## config.mk

```make
export PLATFORM = sky130hd
export DESIGN_NAME = glitch_filter_bank
export DESIGN_NICKNAME = d
export VERILOG_FILES = /design/src/rtl/glitch_filter_bank.sv
export SDC_FILE = /design/constraint.sdc
export NUM_CORES = 1
export LEC_CHECK = 0
export BUFFER_PORTS_ARGS = -buffer_cell sky130_fd_sc_hd__buf_2
export CORE_ASPECT_RATIO = 1.4
export CORE_MARGIN = 2
export CORE_UTILIZATION = 40
export CTS_BUF_LIST = sky130_fd_sc_hd__clkbuf_8 sky130_fd_sc_hd__clkbuf_16
export CTS_CLUSTER_SIZE = 30
export DETAILED_ROUTE_END_ITERATION = 12
export PLACE_DENSITY = 0.67
export REMOVE_ABC_BUFFERS = 1
export SLEW_MARGIN = 20
export SYNTH_ARGS = -nofsm -noshare
export SYNTH_HDL_FRONTEND = slang
export SYNTH_SLANG_ARGS = --single-unit
```

## constraint.sdc

```tcl
create_clock -name clk -period 3.2 [get_ports clk]
set_input_delay 0.96 -clock clk [delete_from_list [all_inputs] [get_ports clk]]
set_output_delay 0.96 -clock clk [all_outputs]
set_load 0.01 [all_outputs]
```

## src/rtl/glitch_filter_bank.sv

```systemverilog
module glitch_filter_bank #(
  parameter int NCH = 25,
  parameter int CW  = 4,
  parameter int PW  = 8,
  parameter int AW  = $clog2(NCH + 1),
  parameter int DW  = (PW > CW) ? PW : CW
) (
  input  logic           clk,
  input  logic           rst_n,
  input  logic           wr_en,
  input  logic [AW-1:0]  wr_addr,
  input  logic [DW-1:0]  wr_data,
  input  logic [NCH-1:0] raw_in,
  output logic [NCH-1:0] filt_o
);

  localparam logic [AW-1:0] DIV_ADDR = AW'(NCH);

  logic [PW-1:0]  presc_q, pdiv_q;
  logic [NCH-1:0] sync1, sync2, filt_q;
  logic           tick, pre_wr;

  assign pre_wr = wr_en && (wr_addr == DIV_ADDR);
  assign tick   = (pdiv_q == '0);
  assign filt_o = filt_q;

  always_ff @(posedge clk or negedge rst_n) begin
    if (!rst_n) begin
      presc_q <= '0;
      pdiv_q  <= '0;
    end else if (pre_wr) begin
      presc_q <= wr_data[PW-1:0];
      pdiv_q  <= wr_data[PW-1:0];
    end else if (tick) begin
      pdiv_q  <= presc_q;
    end else begin
      pdiv_q  <= pdiv_q - 1'b1;
    end
  end

  always_ff @(posedge clk or negedge rst_n) begin
    if (!rst_n) begin
      sync1 <= '0;
      sync2 <= '0;
    end else begin
      sync1 <= raw_in;
      sync2 <= sync1;
    end
  end

  for (genvar i = 0; i < NCH; i++) begin : g_ch
    logic [CW-1:0] lim_q, cnt_q;
    logic          out_q, ch_wr;

    assign ch_wr     = wr_en && (wr_addr == AW'(i));
    assign filt_q[i] = out_q;

    always_ff @(posedge clk or negedge rst_n) begin
      if (!rst_n)     lim_q <= '0;
      else if (ch_wr) lim_q <= wr_data[CW-1:0];
    end

    always_ff @(posedge clk or negedge rst_n) begin
      if (!rst_n) begin
        cnt_q <= '0;
        out_q <= 1'b0;
      end else if (sync2[i] == out_q) begin
        cnt_q <= '0;
      end else if (tick) begin
        if (cnt_q == lim_q) begin
          out_q <= sync2[i];
          cnt_q <= '0;
        end else begin
          cnt_q <= cnt_q + 1'b1;
        end
      end
    end
  end

endmodule


```

==> qor.csv <==
metric,value,unit
clockBufferDepth,3,
fin_setup_tns,0,ps
fin_nets,1349,
cts_hold_buf,0,
rr_startpoint,pdiv_q[0],
synth_most_common_cell,dfrtp_1,
finalHoldViolCount,0,
cp.required,3630,ps
grt_max_degree,97,
antenna_found_initial,3,
synth_edf_count,0,
worst-endpoint-arrival,2900,ps
syn_to_final_growth,12.1,%
gp_congestion,0.742,
htree_levels,1,
worst-path-max-fanout,55,
post-route-util,45.4,%
rsz0062_at_grt,false,
synth-seq-cells,291,
core-area,33900,µm²
worstSetupEndpointType,flip-flop,
initial_core_util,40.5,%
worstReg2RegEnd,g_ch[6].out_q,
async_reset_ff_share,100,%
netlist_top_cells_area,"dfrtp_1 (53%), mux2_2 (10%), xnor2_1 (7.8%)",
pwr-share-comb,18.8,%
switching_share,28.6,%
startpoint_type,flip-flop,
power.share.clock,34.2,%
path_delay_family,simple AND/OR/NAND/NOR gates,
ys_types,41,
final.period_utilization,76.9,%
power.density,622,nW/µm²
ir_drop,0.328,mV
synthTopCellsByCount,"dfrtp_1 (291), nand3_1 (145), mux2_2 (125), xnor2_1 (123), nand2_1 (110)",
slew_headroom,41.0,%
slew_violations,0,
power,9.59,mW
path_class,reg2reg,
clock_skew,8.29,ps
cts_tree,built,
num_rows,80,
cts_buffers,29,
ant_nets,0,
hold_ws,299,ps
final-setup-viol-count,0,
wirelength,27600,µm
io_pins,66,
antenna_cells,0,
cap_violations,0,
syn_avg_cell_area,11.1,µm²
yosys.area.top_type,dfrtp_1,
die_h,223,µm
synth_top_area_share,53.0,%
leakagePower,6.73,nW
worstSkewPairLatency,550,ps
cts.sinks,291,
grt_overflow_total,0,
path_cells,inv_1 > ha_1 > or3b_2 > or2_4 > buf_12 > nor2_1 > mux2_2,
critical-path-slowest-cell,or3b_2,
hold_path.class,in2async,
status,finished clean,
power.internal,6.84,mW
post-cts-setup-buffer-count,0,
viasPerCell,5.33,
synth_area,13700,µm²
die_area,35900,µm²
root_buffer,clkbuf_16,
ys.flop_type,dfrtp_1,
reg2reg_depth,7,
worstMarginPinSlew,877,ps
drc,0,
power.share.sequential,47.0,%
grt_pass1_vias,9649,
max_freq,406,MHz
ys_seq_area_share,53.0,%
period_minus_slack,2460,ps
port_buffers,65,
regToRegSetupSlack,740,ps
cpPeakStageDelay,460,ps
synth_warnings,0,
vias,9339,
post_drt_wl_per_cell,15.8,µm
first_iter_violations,495,
power.switching,2.75,mW
grt_util_all_layers,16.0,%
dpl.hpwl,18100,µm
first_pass_iters,5,
layout_setup_ws,738,ps
syn_inst,1235,
critPathBufInv,2,
clk_pin_slew_worst_paths,60,ps
die_x,161,µm
post-place-ws,539,ps
drive_gt1_share,19.4,%
grt_pass1_wl,47700,µm
ctsResizeCount,0,
-- metal layers --
layer	global-route usage [%]	vias up	wire, µm	part of all wire, %
li1	-	4445	-	-
met1	19.4	4709	11500	42
met2	28.9	127	14200	51
met3	2.70	52	1130	4.1
met4	5.35	6	719	2.6
met5	0	-	42	0.15
-- stage by stage --
stage          instance area [µm²]  cells
3_5_place_dp                 14500   1701
6_report                     15400   1753
4_1_cts                      15400   1753
2_1_floorplan                13400   1170
5_1_grt                      15400   1753
3_3_place_gp                 14500   1701
-- flip-flops by register name, indices dropped and copies added (netlist names) --
| name | flops |
|---|---|
| g_ch.out_q | 25 |
| pdiv_q | 8 |
| sync2 | 25 |
| g_ch.lim_q | 100 |
| sync1 | 25 |
| presc_q | 8 |
| g_ch.cnt_q | 100 |
-- layout by cell type, fill, tap and decap left out, types with 39 or more instances in the layout --
| cell | n |
|---|---|
| nand3_1 | 145 |
| a21oi_1 | 53 |
| nand2_1 | 110 |
| buf_2 | 64 |
| mux2_2 | 125 |
| nor2_1 | 62 |
| dfrtp_1 | 291 |
| nand3b_1 | 39 |
| nand4_1 | 39 |
| xnor2_1 | 123 |
-- cell families after synthesis --
logic type                 count (synthesis)  share of synthesized area [%]
AOI/OAI and AO/OA                        114                           4.98
xor gates and xnor gates                 147                           9.37
adders and majority gates                 27                           2.46
buffers and inverters                     71                           2.66
DFF                                      291                           53.0
muxes                                    125                           10.2
and+or+nand+nor                          460                           17.3
-- power groups by stage --
stage / Clock [mW] / Combinational, mW / Sequential (mW)
3_3_place_gp: 0 / 1.77 / 4.56
3_5_place_dp: 0 / 1.81 / 4.58
4_1_cts: 3.36 / 1.83 / 4.51
2_1_floorplan: 0 / 1.24 / 4.53
6_report: 3.28 / 1.80 / 4.51
5_1_grt: 3.52 / 2.03 / 4.58
-- worst max path at each step --
stage	startpoint	to	slack, ps	cells past startpoint
final	pdiv_q[0]	g_ch[6].out_q	740	7
after detailed placement	wr_addr[4]	g_ch[7].lim_q[3]	540	5
after CTS	pdiv_q[0]	g_ch[6].out_q	720	7
after floorplan	pdiv_q[0]	g_ch[0].out_q	-1720	6
after global placement	wr_addr[4]	g_ch[7].lim_q[1]	590	5
after global routing	pdiv_q[0]	g_ch[6].out_q	560	7
-- area by class of cell --
type	instances	area, µm²
inverters	6	22.5
flip-flops and latches	291	7280
multi-input cells	873	6100
clock inverters	19	133
well taps	451	564
clock buffers	33	781
repair buffers	80	523
fillers	3123	18500
Power figures use the tool's default switching activity.
